--- src/rtl/irq_pkg.sv ---
package irq_pkg;
  localparam int LEVELS = 8;
  localparam int SEL_W  = $clog2(LEVELS);

  typedef struct packed {
    logic [LEVELS-1:0] setMask;
    logic [LEVELS-1:0] clrMask;
    logic              wipe;
    logic              badReq;
    logic              reqAllow;
  } strobe_t;
endpackage

--- src/rtl/irq_ctrl.sv ---
module irq_ctrl #(
  parameter int IDX_W = 4
) (
  input  logic                        clk,
  input  logic                        rst,
  input  logic                        postValid,
  input  logic [IDX_W-1:0]            postIdx,
  input  logic                        clrValid,
  input  logic [IDX_W-1:0]            clrIdx,
  input  logic                        clrAll,
  input  logic                        cmpWrite,
  input  logic                        timerHit,
  input  logic [irq_pkg::SEL_W-1:0]   timerSel,
  input  logic                        globalEn,
  input  logic                        errLevel,
  input  logic                        excLevel,
  input  logic [irq_pkg::LEVELS-1:0]  intMask,
  output irq_pkg::strobe_t            strobes
);
  import irq_pkg::*;

  localparam logic [IDX_W-1:0] LIMIT = IDX_W'(LEVELS);

  logic postBad, clrBad, timerSet;

  assign postBad  = postValid && (postIdx >= LIMIT);
  assign clrBad   = clrValid && (clrIdx >= LIMIT);
  // a compare write retires the timer level, so a match in that cycle is dropped
  assign timerSet = timerHit && !cmpWrite;

  for (genvar i = 0; i < LEVELS; i++) begin : g_lvl
    assign strobes.setMask[i] = (postValid && postIdx == IDX_W'(i)) ||
                                (timerSet && timerSel == SEL_W'(i));
    assign strobes.clrMask[i] = (clrValid && clrIdx == IDX_W'(i)) ||
                                (cmpWrite && timerSel == SEL_W'(i));
  end

  assign strobes.wipe     = clrAll;
  assign strobes.badReq   = postBad || clrBad;
  assign strobes.reqAllow = globalEn && !errLevel && !excLevel && (intMask != '0);

  // an out-of-range index never turns into a set or clear strobe
  assert_bad_no_strobe_R4: assert property (@(posedge clk) disable iff (rst)
    (postBad && !clrValid && !timerSet && !cmpWrite) |-> (strobes.setMask == '0));

  // a closed gate never permits a request
  assert_gate_closed_R10: assert property (@(posedge clk) disable iff (rst)
    (!globalEn || errLevel || excLevel) |-> !strobes.reqAllow);
endmodule

--- src/rtl/irq_dpath.sv ---
module irq_dpath #(
  parameter int CNT_W = 16
) (
  input  logic                        clk,
  input  logic                        rst,
  input  logic                        tickEn,
  input  logic                        cmpWrite,
  input  logic [CNT_W-1:0]            cmpData,
  input  logic [irq_pkg::SEL_W-1:0]   timerSel,
  input  irq_pkg::strobe_t            strobes,
  output logic                        timerHit,
  output logic                        irqReq,
  output logic [irq_pkg::LEVELS-1:0]  pendVec,
  output logic                        reqErr
);
  import irq_pkg::*;

  logic [CNT_W-1:0]  countReg, compareReg;
  logic [LEVELS-1:0] pendNext;

  assign timerHit = (countReg == compareReg) && (countReg != '0);

  always_comb begin
    if (strobes.wipe) pendNext = '0;
    else              pendNext = (pendVec & ~strobes.clrMask) | strobes.setMask;
  end

  always_ff @(posedge clk) begin
    if (rst) begin
      pendVec    <= '0;
      irqReq     <= 1'b0;
      reqErr     <= 1'b0;
      countReg   <= '0;
      compareReg <= '0;
    end else begin
      pendVec <= pendNext;
      irqReq  <= strobes.reqAllow && (pendNext != '0);
      reqErr  <= strobes.badReq;
      if (tickEn)   countReg   <= countReg + 1'b1;
      if (cmpWrite) compareReg <= cmpData;
    end
  end

  // a wipe leaves nothing pending
  assert_wipe_R5: assert property (@(posedge clk) disable iff (rst)
    strobes.wipe |=> (pendVec == '0));

  // a timer match without wipe or compare write sets the selected level
  assert_timer_sets_R7: assert property (@(posedge clk) disable iff (rst)
    (timerHit && !strobes.wipe && !cmpWrite) |=> pendVec[$past(timerSel)]);

  // a request is never raised with an empty pending vector
  assert_req_needs_pend_R11: assert property (@(posedge clk) disable iff (rst)
    irqReq |-> (pendVec != '0));

  // a zero count never counts as a match
  assert_zero_count_R8: assert property (@(posedge clk) disable iff (rst)
    (countReg == '0) |-> !timerHit);

  // an illegal index is reported one cycle later
  assert_err_flag_R4: assert property (@(posedge clk) disable iff (rst)
    strobes.badReq |=> reqErr);
endmodule

--- src/rtl/irq_pend_unit.sv ---
module irq_pend_unit #(
  parameter int CNT_W = 16,
  parameter int IDX_W = 4
) (
  input  logic                        clk,
  input  logic                        rst,
  input  logic                        tickEn,
  input  logic                        postValid,
  input  logic [IDX_W-1:0]            postIdx,
  input  logic                        clrValid,
  input  logic [IDX_W-1:0]            clrIdx,
  input  logic                        clrAll,
  input  logic                        cmpWrite,
  input  logic [CNT_W-1:0]            cmpData,
  input  logic [irq_pkg::SEL_W-1:0]   timerSel,
  input  logic                        globalEn,
  input  logic                        errLevel,
  input  logic                        excLevel,
  input  logic [irq_pkg::LEVELS-1:0]  intMask,
  output logic                        irqReq,
  output logic [irq_pkg::LEVELS-1:0]  pendVec,
  output logic                        reqErr
);
  irq_pkg::strobe_t strobes;
  logic timerHit;

  irq_ctrl #(.IDX_W(IDX_W)) u_ctrl (
    .clk(clk), .rst(rst),
    .postValid(postValid), .postIdx(postIdx),
    .clrValid(clrValid), .clrIdx(clrIdx),
    .clrAll(clrAll), .cmpWrite(cmpWrite),
    .timerHit(timerHit), .timerSel(timerSel),
    .globalEn(globalEn), .errLevel(errLevel), .excLevel(excLevel),
    .intMask(intMask), .strobes(strobes)
  );

  irq_dpath #(.CNT_W(CNT_W)) u_dpath (
    .clk(clk), .rst(rst), .tickEn(tickEn),
    .cmpWrite(cmpWrite), .cmpData(cmpData), .timerSel(timerSel),
    .strobes(strobes), .timerHit(timerHit),
    .irqReq(irqReq), .pendVec(pendVec), .reqErr(reqErr)
  );
endmodule

--- config.mk ---
export PLATFORM = sky130hd
export DESIGN_NAME = irq_pend_unit
export DESIGN_NICKNAME = d
export VERILOG_FILES = /design/src/rtl/irq_pkg.sv /design/src/rtl/irq_ctrl.sv /design/src/rtl/irq_dpath.sv /design/src/rtl/irq_pend_unit.sv
export SDC_FILE = /design/constraint.sdc
export NUM_CORES = 1
export LEC_CHECK = 0
export ABC_CLOCK_PERIOD_IN_PS = 4400
export BUFFER_PORTS_ARGS = -buffer_cell sky130_fd_sc_hd__buf_2
export CELL_PAD_IN_SITES_DETAIL_PLACEMENT = 0
export CELL_PAD_IN_SITES_GLOBAL_PLACEMENT = 2
export CORE_MARGIN = 2
export CORE_UTILIZATION = 34
export DETAILED_ROUTE_END_ITERATION = 8
export GPL_ROUTABILITY_DRIVEN = 1
export HOLD_SLACK_MARGIN = 0.06
export PLACE_DENSITY_LB_ADDON = 0.1
export SLEW_MARGIN = 15
export SYNTH_ARGS = -nofsm -noshare
export SYNTH_HDL_FRONTEND = slang
export SYNTH_SLANG_ARGS = --single-unit
--- constraint.sdc ---
create_clock -name clk -period 4.4 [get_ports clk]
set_input_delay 0.44 -clock clk [delete_from_list [all_inputs] [get_ports clk]]
set_output_delay 0.44 -clock clk [all_outputs]
set_load 0.05 [all_outputs]
==> results.cfg <==
[timing]
skew_ns = 0.00797
slew_violations = 0
max_freq_ghz = 0.458
hold_violations = 0
whs_ns = 0.368
relSlewSlack_pct = 49.7
rsz0062_at_grt = no
tns_ns = 0
tightest_slew_ns = 0.755
min_period_ns = 2.18
setup_viol = 0
fin_crit_sh_pct = 49.6

[finish]
fin_nets = 350
area_growth_pct = 18.3
drive_gt1_share_pct = 25.0
nFillCells = 682
multi_input_area_um2 = 1340
register_area_um2 = 841
stdcell_area_um2 = 2660
n_antenna_cell = 0
final_cells = 381

[worst_setup_path]
critPathBufInv = 1
rrSetupSlack_ns = 2.22
cp_max_fo = 9
startpoint_type = flop
crit_slowest_cell = nor4_2
cp_top_family = simple AND/OR/NAND/NOR gates
cp.arrival_ns = 2.43
path_class = reg2reg
crit_top_cell = and4_1
max_stage_delay_ns = 0.61
critPathCaptureType = flop
path_cells = inv_1 > ha_1 > nor4b_1 > and4_1 > nor4_2 > and4_1 > o21ba_2
crit_required_ns = 4.65

[power_and_ir_drop]
swShare_pct = 28.0
finalPower_mw = 0.764
pwr-share-clk_pct = 33.5
p_per_area_nw_per_um2 = 287
power_frac_seq_pct = 52.8
power_switching_mw = 0.214
p_leak_nw = 1.11
vdd_drop_max_mv = 0.130
combPwrFrac_pct = 13.7
p_int_mw = 0.550

[logic_synthesis]
syn_area_um2 = 2250
yosysUniqueCellTypes = 46
synthTopCellsByArea = dfxtp_1, mux2i_1, xnor2_1, nor2_1, xor2_1
synth_top_area_share_pct = 37.4
seq_area_frac_synth_pct = 37.4
synthesis.nets = 299
synthArstFlopShare_pct = 0
synth-main-ff-cell = dfxtp_1
netlist_instances = 252
synth_seq_cells = 42
syn_area_per_cell_um2 = 8.92
yosysWarnings = 0
synth_top_cell_by_area = dfxtp_1
synth_edf_count = 0

[grt]
use_met2_pct = 24.4
grt.met3_usage_pct = 3.99
grtUsageTotal_pct = 16.3
overflow = 0
globalRoute.busiestLayer = met2
antenna_found_initial = 0
grt_max_degree = 43
grt_pass1_wl_um = 9440
grt_pass1_vias = 1861
grtUsageMet1_pct = 23.2

[drt]
drc_errors = 0
antenna_left = 0
vias_per_cell = 5.09
wirelength_um = 5650
dr.pass1.iters = 4
wire_per_inst_um = 14.8
drtIter0Drc = 90
num_vias = 1938

[floorplanning]
ioPinCount = 55
die_x_um = 85.3
initial_core_util_pct = 35.2
die_h_um = 85.3
fp.coreArea_um2 = 6390
die_area_um2 = 7280
std_cell_rows = 29

[clock_network]
htree_levels = 2
ctsResizeCount = 0
path_clk_slew_ns = 0.08
cts_tree = done
post_cts_buffers = 0
hold_buffers = 0
cts_num_sinks = 42
clock_latency_ns = 0.30
cts_buffers = 5
cts_root_buffer = clkbuf_8
clk_path_buf_depth = 2

[run]
maxCapViolCount = 0

[place]
dp.cells = 373
port_buffers = 54
dpl.hpwl_um = 4260
placed_area_um2 = 2570
place_congestion = 0.742

[worst_hold_path]
hp-class = in2reg

[run_status]
status = finished, final reports clean
==> tightest hold or removal path, stage by stage <==
cell     delay (ns)
buf_2          0.07
mux2i_1        0.05
nor2_1         0.07
==> power by group through the flow <==
| stage | clock (mW) | sequential [mW] | combinational [mW] |
|---|---|---|---|
| floorplan | 0 | 0.414 | 0.0602 |
| global placement | 0 | 0.412 | 0.106 |
| detailed placement | 0 | 0.412 | 0.106 |
| CTS | 0.262 | 0.403 | 0.107 |
| global route | 0.279 | 0.405 | 0.118 |
| finish | 0.256 | 0.403 | 0.105 |
==> final cells by class <==
type	instances	share of cell area, %
clock buffer	5	2.59
sequential	42	31.6
clock inverter	3	0.800
tap	77	3.62
timing repair buffer	54	10.2
inverter	7	0.988
multi-input combinational	193	50.2
==> cells in the mapped netlist (4+ instances only) <==
master	n
inv_1	7
nand2b_1	5
o21ba_2	7
nand2_1	16
mux2i_1	17
nand3_1	4
xor2_1	11
nand4_1	7
xnor2_1	17
dfxtp_1	42
nor2_1	35
clkbuf_1	5
o21ai_0	6
o211ai_1	4
nor4_1	6
nor4b_1	4
nor3_1	6
a21oi_1	4
o22ai_1	4
and4_1	4
==> cells by family after synthesis <==
logic type / after synthesis / synth area share, %
xor+xnor: 28 / 10.9
compound gates: 32 / 10.4
simple gates: 114 / 29.5
fa+ha+maj: 2 / 1.11
flops: 42 / 37.4
buf+inv: 17 / 3.17
mux: 17 / 7.57
==> flip-flops by register name (all words and copies together), names as in the netlist <==
signal              flops
u_dpath.irqReq          1
u_dpath.pendVec         8
u_dpath.reqErr          1
u_dpath.compareReg     16
u_dpath.countReg       16
==> path summary, 6_finish.rpt <==
path	from	end	depth (start not counted)
worst max-delay path	u_dpath.countReg[0]$_SDFFE_PP0P_	u_dpath.pendVec[7]$_SDFF_PP0_	7
worst max register to register	u_dpath.countReg[0]$_SDFFE_PP0P_	u_dpath.pendVec[7]$_SDFF_PP0_	7
worst min register to register	u_dpath.compareReg[0]$_SDFFE_PP0P_	u_dpath.compareReg[0]$_SDFFE_PP0P_	2
worst min-delay path	cmpData[0]	u_dpath.compareReg[0]$_SDFFE_PP0P_	3
==> metal layers <==
| layer | vias to the layer above | share of wire, % |
|---|---|---|
| li1 | 1013 | - |
| met1 | 868 | 49 |
| met2 | 47 | 44 |
| met3 | 10 | 5.2 |
| met4 | 0 | 1.5 |
| met5 | - | 0 |
==> metrics by stage <==
step	utilization [%]	setup slack, ns
2_1_floorplan	-	2.54
3_3_place_gp	40.2	2.25
3_5_place_dp	40.2	2.21
4_1_cts	41.7	2.22
5_1_grt	41.7	2.05
6_report	41.7	2.22
==> placed cells by master, fill, tap and decap left out, types with 7 or more instances in the layout <==
cell     Yosys  routed
buf_2        2      54
dfxtp_1     42      42
inv_1        7       7
mux2i_1     17      17
nand2_1     16      16
nand4_1      7       7
nor2_1      35      35
o21ba_2      7       7
xnor2_1     17      17
xor2_1      11      11
(Power assumes the default switching activity.)
